$ cat config.mk
export PLATFORM = sky130hd
export DESIGN_NAME = nvs_ctrl
export DESIGN_NICKNAME = d
export VERILOG_FILES = /design/src/rtl/nvs_pkg.sv /design/src/rtl/nvs_arb.sv /design/src/rtl/nvs_timer.sv /design/src/rtl/nvs_store_array.sv /design/src/rtl/nvs_ctrl.sv
export SDC_FILE = /design/constraint.sdc
export NUM_CORES = 1
export LEC_CHECK = 0
export ABC_AREA = 1
export BUFFER_PORTS_ARGS = -buffer_cell sky130_fd_sc_hd__buf_2
export CORE_UTILIZATION = 50
export DETAILED_ROUTE_END_ITERATION = 12
export GPL_TIMING_DRIVEN = 0
export PLACE_DENSITY = 0.78
export SLEW_MARGIN = 20
export SYNTH_ARGS = -nofsm -noshare
export SYNTH_HDL_FRONTEND = slang
export SYNTH_SLANG_ARGS = --single-unit
$ cat constraint.sdc
create_clock -name clk -period 3.9 [get_ports clk]
set_clock_uncertainty 0.05 [all_clocks]
set_input_delay 0.78 -clock clk [delete_from_list [all_inputs] [get_ports clk]]
set_output_delay 0.78 -clock clk [all_outputs]
set_load 0.02 [all_outputs]
$ cat src/rtl/nvs_pkg.sv
package nvs_pkg;

    typedef enum logic [3:0] {
        ST_IDLE,
        ST_GRACE,
        ST_PIN_HOLD,
        ST_ERASE,
        ST_PROG,
        ST_PIN_WAIT,
        ST_PWR_WAIT,
        ST_RCLR,
        ST_RLOAD
    } nvs_state_e;

    typedef enum logic [1:0] {
        CMD_STORE    = 2'b00,
        CMD_RECALL   = 2'b01,
        CMD_AUTO_OFF = 2'b10,
        CMD_AUTO_ON  = 2'b11
    } nvs_cmd_e;

    typedef enum logic [3:0] {
        DEC_NONE,
        DEC_PWR_STORE,
        DEC_PWR_WAIT,
        DEC_RECALL,
        DEC_PIN_STORE,
        DEC_PIN_HOLD,
        DEC_SW_STORE,
        DEC_AUTO_OFF,
        DEC_AUTO_ON
    } nvs_dec_e;

    typedef struct packed {
        logic clr_sram;
        logic load_sram;
        logic erase_nv;
        logic prog_nv;
    } nvs_xfer_t;

    function automatic logic is_store(nvs_state_e s);
        return (s == ST_ERASE) || (s == ST_PROG);
    endfunction

    function automatic logic reads_only(nvs_state_e s);
        return (s == ST_GRACE) || (s == ST_PIN_HOLD);
    endfunction

endpackage

$ cat src/rtl/nvs_arb.sv
module nvs_arb
    import nvs_pkg::*;
(
    input  logic     supply_low,
    input  logic     recall_pend,
    input  logic     pin_low,
    input  logic     auto_en,
    input  logic     dirty,
    input  logic     sw_valid,
    input  nvs_cmd_e sw_cmd,
    output nvs_dec_e dec
);
    always_comb begin
        dec = DEC_NONE;
        if (supply_low) begin
            dec = (auto_en && dirty) ? DEC_PWR_STORE : DEC_PWR_WAIT;
        end else if (recall_pend) begin
            dec = DEC_RECALL;
        end else if (pin_low) begin
            dec = dirty ? DEC_PIN_STORE : DEC_PIN_HOLD;
        end else if (sw_valid) begin
            case (sw_cmd)
                CMD_STORE:    dec = DEC_SW_STORE;
                CMD_RECALL:   dec = DEC_RECALL;
                CMD_AUTO_OFF: dec = DEC_AUTO_OFF;
                default:      dec = DEC_AUTO_ON;
            endcase
        end
    end
endmodule

$ cat src/rtl/nvs_timer.sv
module nvs_timer #(
    parameter int CNT_W = 4
) (
    input  logic             clk,
    input  logic             rst,
    input  logic             load,
    input  logic [CNT_W-1:0] load_val,
    output logic             done
);
    logic [CNT_W-1:0] cnt_q;

    always_ff @(posedge clk) begin
        if (rst) begin
            cnt_q <= '0;
        end else if (load) begin
            cnt_q <= load_val;
        end else if (cnt_q != '0) begin
            cnt_q <= cnt_q - 1'b1;
        end
    end

    assign done = (cnt_q == '0);
endmodule

$ cat src/rtl/nvs_store_array.sv
module nvs_store_array
    import nvs_pkg::*;
#(
    parameter int DATA_W = 8,
    parameter int DEPTH  = 8,
    parameter int ADDR_W = 3
) (
    input  logic              clk,
    input  logic              rst,
    input  logic              wr_en,
    input  logic              rd_en,
    input  logic [ADDR_W-1:0] addr,
    input  logic [DATA_W-1:0] wdata,
    input  nvs_xfer_t         xfer,
    output logic [DATA_W-1:0] rdata
);
    logic [DATA_W-1:0] sram_q [DEPTH];
    logic [DATA_W-1:0] nv_q   [DEPTH];

    always_ff @(posedge clk) begin
        for (int i = 0; i < DEPTH; i++) begin
            if (rst) begin
                sram_q[i] <= '0;
                nv_q[i]   <= '0;
            end else begin
                if (xfer.clr_sram) begin
                    sram_q[i] <= '0;
                end else if (xfer.load_sram) begin
                    sram_q[i] <= nv_q[i];
                end else if (wr_en && (addr == ADDR_W'(i))) begin
                    sram_q[i] <= wdata;
                end
                if (xfer.erase_nv) begin
                    nv_q[i] <= '0;
                end else if (xfer.prog_nv) begin
                    nv_q[i] <= sram_q[i];
                end
            end
        end
    end

    always_ff @(posedge clk) begin
        if (rst) begin
            rdata <= '0;
        end else if (rd_en) begin
            rdata <= sram_q[addr];
        end
    end
endmodule

$ cat src/rtl/nvs_ctrl.sv
module nvs_ctrl
    import nvs_pkg::*;
#(
    parameter int DATA_W    = 8,
    parameter int DEPTH     = 8,
    parameter int GRACE_CYC = 4,
    parameter int ERASE_CYC = 3,
    parameter int PROG_CYC  = 5,
    parameter int CLR_CYC   = 2,
    parameter int LOAD_CYC  = 4,
    localparam int ADDR_W   = (DEPTH > 1) ? $clog2(DEPTH) : 1
) (
    input  logic              clk,
    input  logic              rst,
    input  logic              supply_low_i,
    input  logic              busy_pin_i,
    output logic              busy_drive_o,
    input  logic              sw_valid_i,
    input  logic [1:0]        sw_cmd_i,
    input  logic              host_req_i,
    input  logic              host_we_i,
    input  logic [ADDR_W-1:0] host_addr_i,
    input  logic [DATA_W-1:0] host_wdata_i,
    output logic              host_gnt_o,
    output logic [DATA_W-1:0] host_rdata_o
);
    localparam int MAX_A  = (GRACE_CYC > ERASE_CYC) ? GRACE_CYC : ERASE_CYC;
    localparam int MAX_B  = (PROG_CYC > CLR_CYC) ? PROG_CYC : CLR_CYC;
    localparam int MAX_C  = (MAX_A > MAX_B) ? MAX_A : MAX_B;
    localparam int MAX_D  = (MAX_C > LOAD_CYC) ? MAX_C : LOAD_CYC;
    localparam int CNT_W  = $clog2(MAX_D + 1);

    nvs_state_e       state_q, state_d;
    nvs_dec_e         dec;
    nvs_xfer_t        xfer;
    logic             dirty_q, auto_en_q, recall_pend_q, src_pin_q;
    logic             t_done, t_load;
    logic [CNT_W-1:0] t_val;
    logic             pin_low, open_q;

    assign pin_low = !busy_pin_i;
    assign open_q  = !supply_low_i && !recall_pend_q;

    nvs_arb u_arb (
        .supply_low (supply_low_i),
        .recall_pend(recall_pend_q),
        .pin_low    (pin_low),
        .auto_en    (auto_en_q),
        .dirty      (dirty_q),
        .sw_valid   (sw_valid_i),
        .sw_cmd     (nvs_cmd_e'(sw_cmd_i)),
        .dec        (dec)
    );

    always_comb begin
        state_d = state_q;
        case (state_q)
            ST_IDLE: begin
                case (dec)
                    DEC_PWR_STORE, DEC_SW_STORE: state_d = ST_ERASE;
                    DEC_PWR_WAIT:                state_d = ST_PWR_WAIT;
                    DEC_RECALL:                  state_d = ST_RCLR;
                    DEC_PIN_STORE:               state_d = ST_GRACE;
                    DEC_PIN_HOLD:                state_d = ST_PIN_HOLD;
                    default:                     state_d = ST_IDLE;
                endcase
            end
            ST_GRACE: if (t_done) state_d = ST_ERASE;
            ST_ERASE: if (t_done) state_d = ST_PROG;
            ST_PROG:  if (t_done) state_d = src_pin_q ? ST_PIN_WAIT : ST_IDLE;
            ST_PIN_HOLD, ST_PIN_WAIT: begin
                if (supply_low_i || !pin_low) state_d = ST_IDLE;
            end
            ST_PWR_WAIT: if (!supply_low_i) state_d = ST_RCLR;
            ST_RCLR:  if (t_done) state_d = ST_RLOAD;
            ST_RLOAD: if (t_done) state_d = ST_IDLE;
            default:  state_d = ST_IDLE;
        endcase
    end

    assign t_load = (state_d != state_q);
    always_comb begin
        case (state_d)
            ST_GRACE: t_val = CNT_W'(GRACE_CYC - 1);
            ST_ERASE: t_val = CNT_W'(ERASE_CYC - 1);
            ST_PROG:  t_val = CNT_W'(PROG_CYC - 1);
            ST_RCLR:  t_val = CNT_W'(CLR_CYC - 1);
            ST_RLOAD: t_val = CNT_W'(LOAD_CYC - 1);
            default:  t_val = '0;
        endcase
    end

    nvs_timer #(.CNT_W(CNT_W)) u_timer (
        .clk     (clk),
        .rst     (rst),
        .load    (t_load),
        .load_val(t_val),
        .done    (t_done)
    );

    always_comb begin
        xfer.erase_nv  = (state_q == ST_ERASE) && t_done;
        xfer.prog_nv   = (state_q == ST_PROG)  && t_done;
        xfer.clr_sram  = (state_q == ST_RCLR)  && t_done;
        xfer.load_sram = (state_q == ST_RLOAD) && t_done;
    end

    always_comb begin
        if (state_q == ST_IDLE) begin
            host_gnt_o = host_req_i && open_q && !(host_we_i && pin_low);
        end else if (reads_only(state_q)) begin
            host_gnt_o = host_req_i && open_q && !host_we_i;
        end else begin
            host_gnt_o = 1'b0;
        end
    end

    assign busy_drive_o = is_store(state_q);

    always_ff @(posedge clk) begin
        if (rst) begin
            state_q       <= ST_IDLE;
            dirty_q       <= 1'b0;
            auto_en_q     <= 1'b1;
            recall_pend_q <= 1'b1;
            src_pin_q     <= 1'b0;
        end else begin
            state_q <= state_d;
            if (xfer.prog_nv || xfer.load_sram) begin
                dirty_q <= 1'b0;
            end else if (host_gnt_o && host_we_i) begin
                dirty_q <= 1'b1;
            end
            if (state_q == ST_IDLE && dec == DEC_AUTO_OFF) auto_en_q <= 1'b0;
            if (state_q == ST_IDLE && dec == DEC_AUTO_ON)  auto_en_q <= 1'b1;
            if (supply_low_i) begin
                recall_pend_q <= 1'b1;
            end else if (state_d == ST_RCLR && state_q != ST_RCLR) begin
                recall_pend_q <= 1'b0;
            end
            if (state_q == ST_IDLE && state_d == ST_GRACE) begin
                src_pin_q <= 1'b1;
            end else if (state_q == ST_IDLE && state_d == ST_ERASE) begin
                src_pin_q <= 1'b0;
            end
        end
    end

    nvs_store_array #(
        .DATA_W(DATA_W),
        .DEPTH (DEPTH),
        .ADDR_W(ADDR_W)
    ) u_array (
        .clk  (clk),
        .rst  (rst),
        .wr_en(host_gnt_o && host_we_i),
        .rd_en(host_gnt_o && !host_we_i),
        .addr (host_addr_i),
        .wdata(host_wdata_i),
        .xfer (xfer),
        .rdata(host_rdata_o)
    );
endmodule

Yosys cells after proc, flatten, opt, wreduce, memory -nomap -nowiden

Memories as Yosys holds them, arrays and structs flattened. A register that Yosys moved wholly into a read port is not among the register bits.
Index checks and enable logic that the tools add are counted.

Bitwise gates (word level): 40
Reductions and logical operators: 47
Eq/ne operators: 32
Mux-type cells: 120
Add/sub/neg operators: 1

Operator list:

| operator           | number |
|---|---|
| $mux 8             | 40 |
| $mux 1             | 61 |
| $mux 4             | 11 |
| $eq 4x3->1 const B | 10 |
| $or 1x1->1         | 40 |
| $pmux 4 s8         | 1 |
| $logic_and 1x1->1  | 25 |
| $eq 4x2->1 const B | 5 |
| $pmux 3 s5         | 1 |
| $eq 3x3->1 const B | 4 |
| $eq 4x1->1 const B | 3 |
| $eq 4x4->1 const B | 3 |
| $pmux 3 s4         | 1 |
| $pmux 4 s3         | 1 |
| $reduce_or 2->1    | 6 |
| $mux 3             | 3 |
| $eq 3x2->1 const B | 2 |
| $logic_not 3->1    | 2 |
| $logic_not 1->1    | 5 |
| $logic_not 4->1    | 1 |
| $logic_or 1x1->1   | 4 |
| $ne 4x3->1 const B | 1 |
| $ne 4x4->1         | 1 |
| $reduce_bool 2->1  | 2 |
| other kinds (7)    | 7 |

RAM bits: 128
Memories kept: 2
Input port bits: 20
Output and inout port bits: 10
Register bits: 11
Logic and storage cells: 248

Memory list:

| name           | words | width | rd ports | clocked after memory_dff | wr ports | RTL line              | RTL |
|---|---|---|---|---|---|---|---|
| u_array.nv_q   | 8     | 8     | 8        | 0                        | 8        | nvs_store_array.sv:18 | `logic [DATA_W-1:0] nv_q [DEPTH];` |
| u_array.sram_q | 8     | 8     | 9        | 1                        | 8        | nvs_store_array.sv:17 | `logic [DATA_W-1:0] sram_q [DEPTH];` |

Longest topological paths before layout

Gate-level depths: netlist (run 1).

Depth after elaboration: 14
Depth in mapped cells: 18
Gate-level depth less buffers: 18

Hierarchy

Synthesis (run 1) repeated with hierarchy kept, for this count alone.

Cells, all modules: 829
Area, all modules: 7,430.9 um2

Modules (own cells, without submodules):

| module          | sequential area each (um2) | times used | cells an instance | area an instance (um2) |
|---|---|---|---|---|
| nvs_store_array | 4,003.8                    | 1          | 640               | 6,377.4 |
| nvs_ctrl        | 160.2                      | 1          | 138               | 740.7 |
| nvs_timer       | 60.1                       | 1          | 28                | 198.9 |
| nvs_arb         | 0.0                        | 1          | 23                | 113.9 |

Least setup slack after synthesis (run 1)

OpenSTA, ideal clock, no wires.

Path type: input-to-reg
From: in rst
To: mem u_array.nv_q[0][0] (enable)
Stages: 3
Arrival: 2.435 ns
Path buffers: 1
Library setup time: 0.780 ns
Data required time: 3.070 ns
Setup slack: 0.636 ns
Cells stage by stage: clkbuf_1 > clkinv_1 > nand3_1

RTL lines:

| element         | RTL line              | RTL |
|---|---|---|
| start, declared | nvs_ctrl.sv:14        | `input logic rst,` |
| end, declared   | nvs_store_array.sv:18 |  |

Worst setup path in the final report (run 1)

From: in supply_low_i
To: out host_gnt_o

Longest elaborated chain between the ends: 6
Elaborated cells between the ends (all ways): 7
Classes of those cells: mux (2); reduce/logical (5)

RTL lines:

| element               | RTL line                         | RTL |
|---|---|---|
| start, declared       | nvs_ctrl.sv:15                   | `input logic supply_low_i,` |
| $logic_not 1->1 (*)   | -                                |  |
| $logic_and 1x1->1 (*) | nvs_ctrl.sv:42                   | `assign open_q = !supply_low_i && !recall_pend_q;` |
| $logic_and 1x1->1 (*) | nvs_ctrl.sv:110, nvs_ctrl.sv:112 |  |
| $logic_and 1x1->1     | nvs_ctrl.sv:112                  | `host_gnt_o = host_req_i && open_q && !host_we_i;` |
| $mux 1                | nvs_ctrl.sv:111                  | `end else if (reads_only(state_q)) begin` |
| $mux 1 (*)            | nvs_ctrl.sv:109                  | `if (state_q == ST_IDLE) begin` |
| end, declared         | nvs_ctrl.sv:24                   | `output logic host_gnt_o,` |

Mark *: on every way between the ends. The rest lies on a longest branch, timed or not.

==> metrics.md, run 1 <==
| Metric | Value |
|---|---|
| Hold Path End | u_array.rdata[5] |
| Leak | 0.003171 uW |
| Worst Path Buf+Inv | 3 |
| Deepest clock path buffer count | 2 |
| Area Growth Syn to Fin | 13.81% |
| Sequential fraction of the synthesis area | 0.6102 |
| Total number of vias | 5,419 |
| Kind of cell adding the most delay to the critical path | simple AND/OR/NAND/NOR gates |
| Wire length per cell | 18.59 um |
| Global route overflow | 0 |
| Cts repair resizes | 0 |
| Hold wc startpoint | u_array.rdata[5] |
| Drt pass-1 iters | 5 |
| Number of distinct library cells after synthesis | 36 |
| Clock slew at reported path FFs | 60 ps |
| Worst R2R Start | u_timer.cnt_q[0] |
| Post-DP HPWL | 12.04 mm |
| Startpoint types | primary input |
| CP Capture Type | output port |
| Hold buffers post-CTS | 0 |
| Hold depth | 2 |
| Vias in the first global route | 5,192 |
| Initial antenna violation count | 0 |
| DIE AREA | 0.01432 mm2 |
| Worst min-delay path category | reg2reg |
| Starting Density | 0.5187 |
| GPL Wtd Cong | 0.8833 |
| IO Pins | 30 |
| Final Max Tran Viols | 0 |
| Share of layout cells above drive strength 1 | 0.1368 |
| Critical path data required time | 3070 ps |
| # port buffers | 28 |
| First-pass GRT wire length | 27.46 mm |
| Final Hold Viols | 0 |
| Largest net degree at the start of global routing | 47 |
| Worst-Margin Slew | 835.8 ps |
| Avg Cell Area, Syn | 9.696 um2 |
| Htree depth | 4 |
| Final min period | 3059 ps |
| Via density | 5.698 |
| Cell Chain, Critical Path | buf_2 > nor2_4 > nand4_4 > nor2_2 > inv_4 > o31ai_4 > buf_2 |
| CTS root buffer | clkbuf_16 |
| Standard-cell row count | 42 |
| Worst reg-to-reg path cell count | 11 |
| PD cells | 585.7 mW/mm2 |
| Placed instance count | 919 |
| Post-Route WL | 17.68 mm |
| Setup slack, reg-to-reg | 1180 ps |
| Num Clock Sinks | 147 |
| Mapped Cells | 714 |
| Status | complete, no violations |
| Fmax | 0.3269 GHz |
| Chip height | 119.7 um |
| Nets | 787 |
| TritonCTS Buffers | 17 |
| Clock latency at the later pin of the worst-skew pair | 430 ps |
| Final setup violation count | 0 |
| Fin Setup TNS | 0 ps |
| DRC viols | 0 |
| Layout fillers | 1,121 |
| Worst EP arrival | 2230 ps |
| Max Fanout on Critical Path | 9 |
| CP max-delay cell | nor2_2 |
| CP most frequent cell | buf_2 |
| Worst path max stage delay | 440 ps |
| Syn. warnings | 0 |
| Post-CTS setup buffer count | 0 |
| Fin crit share | 0.7844 |
| Core Region | 0.01335 mm2 |
| Reg-to-Reg End | u_array.sram_q[7][0] |
| Max IR drop VDD | 350.9 uV |
| Syn_nets | 739 |
| Post-synthesis sequential element count | 147 |
| Critical path class | in2out |
| DR iter-0 viols | 806 |
| Netlist area before placement | 0.006923 mm2 |
| Diodes inserted | 0 |
| RSZ-0062 raised after global routing | no |
| Slew margin rel. | 0.4408 |
| Post-route ant nets | 0 |
| Layout Cells excl Fill | 951 |
| Die width | 119.7 um |
| Global Route Usage Sum | 0.2626 |
| CTS tree | yes |
| MaxCap Viol Count | 0 |
==> per-layer routing <==
metal	global-route usage	vias to the layer above	share of wire
met4	0.1273	0	0.039
met3	0.05751	54	0.074
met1	0.3354	2606	0.40
met2	0.4245	253	0.49
met5	0	-	0
li1	-	2506	-
==> where the power goes <==
| part | switching, uW | leakage [uW] | internal [uW] |
|---|---|---|---|
| Clock | 633 | 0.000264 | 937 |
| Combinational | 691 | 0.00142 | 251 |
| Sequential | 93.2 | 0.00149 | 2010 |
| Total | 1420 | 0.00317 | 3200 |
==> through the flow <==
stage / instance area [um2] / util / hold slack [ps] / total power [uW] / worst slack [ps]
after floorplan: 6923 / - / 399.6 / 2780 / 635.8
after global placement: 7283 / 0.5457 / 399.0 / 3023 / -542.9
after detailed placement: 7323 / 0.5487 / 406.9 / 3056 / 724.8
after CTS: 7879 / 0.5903 / 415.3 / 4599 / 885.4
after global routing: 7879 / 0.5903 / 433.7 / 4797 / 788.7
final: 7879 / 0.5903 / 417.1 / 4614 / 840.8
==> worst max-delay path by stage <==
stage | startpoint | to | slack, ps | cells past startpoint
detailed placement | supply_low_i | u_array.sram_q[3][0] | 720 | 10
finish | supply_low_i | host_gnt_o | 840 | 7
global route | supply_low_i | host_gnt_o | 790 | 7
global placement | rst | u_array.nv_q[0][2] | -540 | 3
floorplan | rst | u_array.nv_q[0][0] | 640 | 3
CTS | supply_low_i | host_gnt_o | 890 | 7
==> synth_stat cells <==
library cell,n,area share
o31ai_4,1,0.0031
nand2_4,2,0.0033
nand3b_1,1,0.0011
a32o_1,1,0.0014
ha_1,5,0.0090
clkbuf_1,6,0.0033
nand2_2,4,0.0036
nand3_1,22,0.016
nand2b_1,1,0.00090
a21oi_1,23,0.017
dfxtp_1,19,0.055
nor2_2,4,0.0036
nand4_1,4,0.0036
nand2_1,146,0.079
inv_2,5,0.0027
nor3_1,1,0.00072
nand3_2,2,0.0029
inv_4,1,0.00090
nor3_4,2,0.0047
a21boi_0,1,0.0011
nor2_1,98,0.053
a31oi_1,1,0.00090
o22ai_1,24,0.022
xor2_1,1,0.0013
clkinv_1,3,0.0016
nand4_4,1,0.0031
o21ai_1,1,0.00072
o21ai_0,54,0.039
o311ai_0,9,0.011
nor2_4,5,0.0081
buf_2,7,0.0051
edfxtp_1,128,0.56
o211ai_1,8,0.0087
o21ai_2,15,0.019
buf_1,7,0.0038
inv_1,101,0.055
==> cell type report <==
cell class | instances | area (um2) | area share
flip-flops and latches | 147 | 4224 | 0.5361
repair buffers | 29 | 167.7 | 0.02128
plain buffers | 20 | 83.83 | 0.01064
clock buffers | 22 | 444.2 | 0.05638
well taps | 176 | 220.2 | 0.02795
multi-input cells | 437 | 2212 | 0.2808
inverters | 110 | 415.4 | 0.05272
clock inverters | 10 | 111.4 | 0.01413
==> logic make-up (layout without fill, tap and decap cells) <==
kind of cell / after synthesis / after routing / synth area share
XOR/XNOR: 1 / 1 / 0.001265
AO/OA/AOI/OAI: 138 / 138 / 0.1236
flip-flops: 147 / 147 / 0.6102
AND/OR/NAND/NOR: 293 / 293 / 0.1838
buffers and inverters: 130 / 191 / 0.07211
adder cells (fa/ha/maj): 5 / 5 / 0.009037
==> sequential cells by signal, indices dropped and copies added, names as in the netlist, 3 cells and up <==
name,count
u_array.nv_q,64
u_timer.cnt_q,3
u_array.sram_q,64
u_array.rdata,8
state_q,4
==> worst min-delay path, delay by kind of cell, from the launching register on <==
| family | cells | cell delay (ps) |
|---|---|---|
| DFF | 1 | 300 |
| AOI/OAI and AO/OA | 1 | 60 |
| and+or+nand+nor | 1 | 60 |
==> layout by cell type (no fill, tap or decap), drive strengths merged <==
master / n
edfxtp: 128
a32o: 1
o31ai: 1
o311ai: 9
nand2: 152
clkbuf: 28
nor3: 3
bufinv: 2
xor2: 1
nand4: 5
a21boi: 1
o22ai: 24
nand3: 24
a31oi: 1
o21ai: 70
nand2b: 1
ha: 5
nor2: 107
inv: 108
nand3b: 1
dfxtp: 19
clkinv: 7
clkinvlp: 3
a21oi: 23
buf: 43
o211ai: 8
Power figures use the tool's default switching activity.
==> inputs of run 2 (changes only) <==
==> constraint.sdc (replaced) <==
create_clock -name clk -period 3.05 [get_ports clk]
set_clock_uncertainty 0.05 [all_clocks]
set_input_delay 0.61 -clock clk [delete_from_list [all_inputs] [get_ports clk]]
set_output_delay 0.61 -clock clk [all_outputs]
set_load 0.02 [all_outputs]
==> metrics.md, run 2 (synthesized netlist as in run 1, its figures left out) <==
| Metric | Value |
|---|---|
| Status | complete, no violations |
| Cell Chain, Critical Path | nor2_4 > nand4_4 > nor2_2 > inv_4 > o31ai_4 > buf_2 |
| Largest net degree at the start of global routing | 43 |
| Post-Route WL | 17.35 mm |
| Htree depth | 4 |
| Die width | 119.7 um |
| CP Capture Type | output port |
| Most frequent cells in the layout | nand2_1 (146), edfxtp_1 (128), inv_1 (101), nor2_1 (98), o21ai_0 (54) |
| GPL Wtd Cong | 0.8906 |
| Max IR drop VDD | 501.5 uV |
| Startpoint types | flop |
| IO Pins | 30 |
| Final setup violation count | 0 |
| Final Hold Viols | 0 |
| Worst EP arrival | 2160 ps |
| Slew margin rel. | 0.4412 |
| Layout fillers | 1,116 |
| Sequential Power Share | 0.455 |
| Num Clock Sinks | 147 |
| Sw Pwr | 1817 uW |
| First-pass GRT wire length | 26.75 mm |
| Standard-cell row count | 42 |
| Diodes inserted | 0 |
| Max Fanout on Critical Path | 9 |
| Commonest non-fill, non-tap cell in the layout | nand2_1 |
| Final Max Tran Viols | 0 |
| DIE AREA | 0.01432 mm2 |
| PD cells | 747.8 mW/mm2 |
| Deepest clock path buffer count | 2 |
| CP max-delay cell | nor2_2 |
| Final min period | 2824 ps |
| Global Route Usage Sum | 0.2555 |
| Nets | 787 |
| Initial antenna violation count | 0 |
| Final core utilization | 0.5906 |
| Fin crit share | 0.9259 |
| Clock slew at reported path FFs | 60 ps |
| Fmax | 0.3541 GHz |
| DR iter-0 viols | 689 |
| Worst-Margin Slew | 835.1 ps |
| Global route overflow | 0 |
| Chip height | 119.7 um |
| # port buffers | 28 |
| Core Region | 0.01335 mm2 |
| MaxCap Viol Count | 0 |
| Clock group share of total power | 0.344 |
| Post-CTS setup buffer count | 0 |
| Hold buffers post-CTS | 0 |
| TritonCTS Buffers | 17 |
| Logic gate share of total power | 0.202 |
| Layout Cells excl Fill | 950 |
| Largest regs | u_array.nv_q (64), u_array.sram_q (64), u_array.rdata (8) |
| Pre-CTS WS | 107.9 ps |
| Worst min-delay path category | reg2reg |
| Setup slack after layout | 226.0 ps |
| Placed instance count | 919 |
| Post-route ant nets | 0 |
| Vias in the first global route | 4,970 |
| CTS root buffer | clkbuf_16 |
| Cts repair resizes | 0 |
| CTS tree | yes |
| Area Growth Syn to Fin | 13.86% |
| DRC viols | 0 |
| Starting Density | 0.5187 |
| Via density | 5.671 |
| Wire length per cell | 18.27 um |
| Internal cell power | 4077 uW |
| Sw frac | 0.3083 |
| Leak | 0.003165 uW |
| Clock latency at the later pin of the worst-skew pair | 430 ps |
| Share of layout cells above drive strength 1 | 0.1395 |
| Fin Setup TNS | 0 ps |
| Post-DP HPWL | 11.85 mm |
| Worst path max stage delay | 430 ps |
| Drt pass-1 iters | 5 |
| Critical path class | reg2out |
| Total number of vias | 5,387 |
| Critical path data required time | 2390 ps |
| RSZ-0062 raised after global routing | no |
[run 2: critical path: cells and delay by family, from the launching register on]
family / cells / cell delay (ps)
compound gates: 1 / 130
simple gates: 3 / 820
flops: 1 / 400
buf+inv: 2 / 390
[run 2: path summary, 6_finish.rpt]
kind | from | endpoint | slack (ps) | depth (start not counted)
min | u_array.rdata[7] | u_array.rdata[7] | 410 | 2
max | state_q[3] | host_gnt_o | 230 | 6
min reg2reg | u_array.rdata[7] | u_array.rdata[7] | 410 | 2
max reg2reg | state_q[3] | u_array.sram_q[3][0] | 350 | 9
[run 2: power by group through the flow]
stage | clock [uW] | sequential (uW) | combinational [uW]
after floorplan | 0 | 2690 | 854
after global placement | 0 | 2720 | 1140
after detailed placement | 0 | 2720 | 1180
after CTS | 2030 | 2680 | 1180
after global routing | 2110 | 2710 | 1310
final | 2030 | 2680 | 1190
[run 2: routing by layer]
| layer | track usage | part of all wire | vias to the layer above |
|---|---|---|---|
| met4 | 0.1352 | 0.041 | 0 |
| met3 | 0.05656 | 0.086 | 61 |
| met5 | 0 | 0 | - |
| met2 | 0.3992 | 0.47 | 295 |
| li1 | - | - | 2516 |
| met1 | 0.3333 | 0.40 | 2515 |
[run 2: cell type report]
| cell class | instances | area, um2 | area share |
|---|---|---|---|
| sequential | 147 | 4224 | 0.5359 |
| multi-input combinational | 437 | 2212 | 0.2806 |
| clock buffer | 18 | 429.2 | 0.05444 |
| inverter | 110 | 415.4 | 0.05270 |
| tap | 176 | 220.2 | 0.02794 |
| timing repair buffer | 29 | 160.2 | 0.02032 |
| clock inverter | 13 | 137.6 | 0.01746 |
| buffer | 20 | 83.83 | 0.01063 |
[run 2: stage by stage]
stage / power [uW] / instance area [um2] / hold WS (ps)
2_1_floorplan: 3549 / 6928 / 399.6
3_3_place_gp: 3854 / 7288 / 399.8
3_5_place_dp: 3894 / 7316 / 403.2
4_1_cts: 5891 / 7883 / 412.0
5_1_grt: 6133 / 7883 / 451.5
6_report: 5895 / 7883 / 414.0
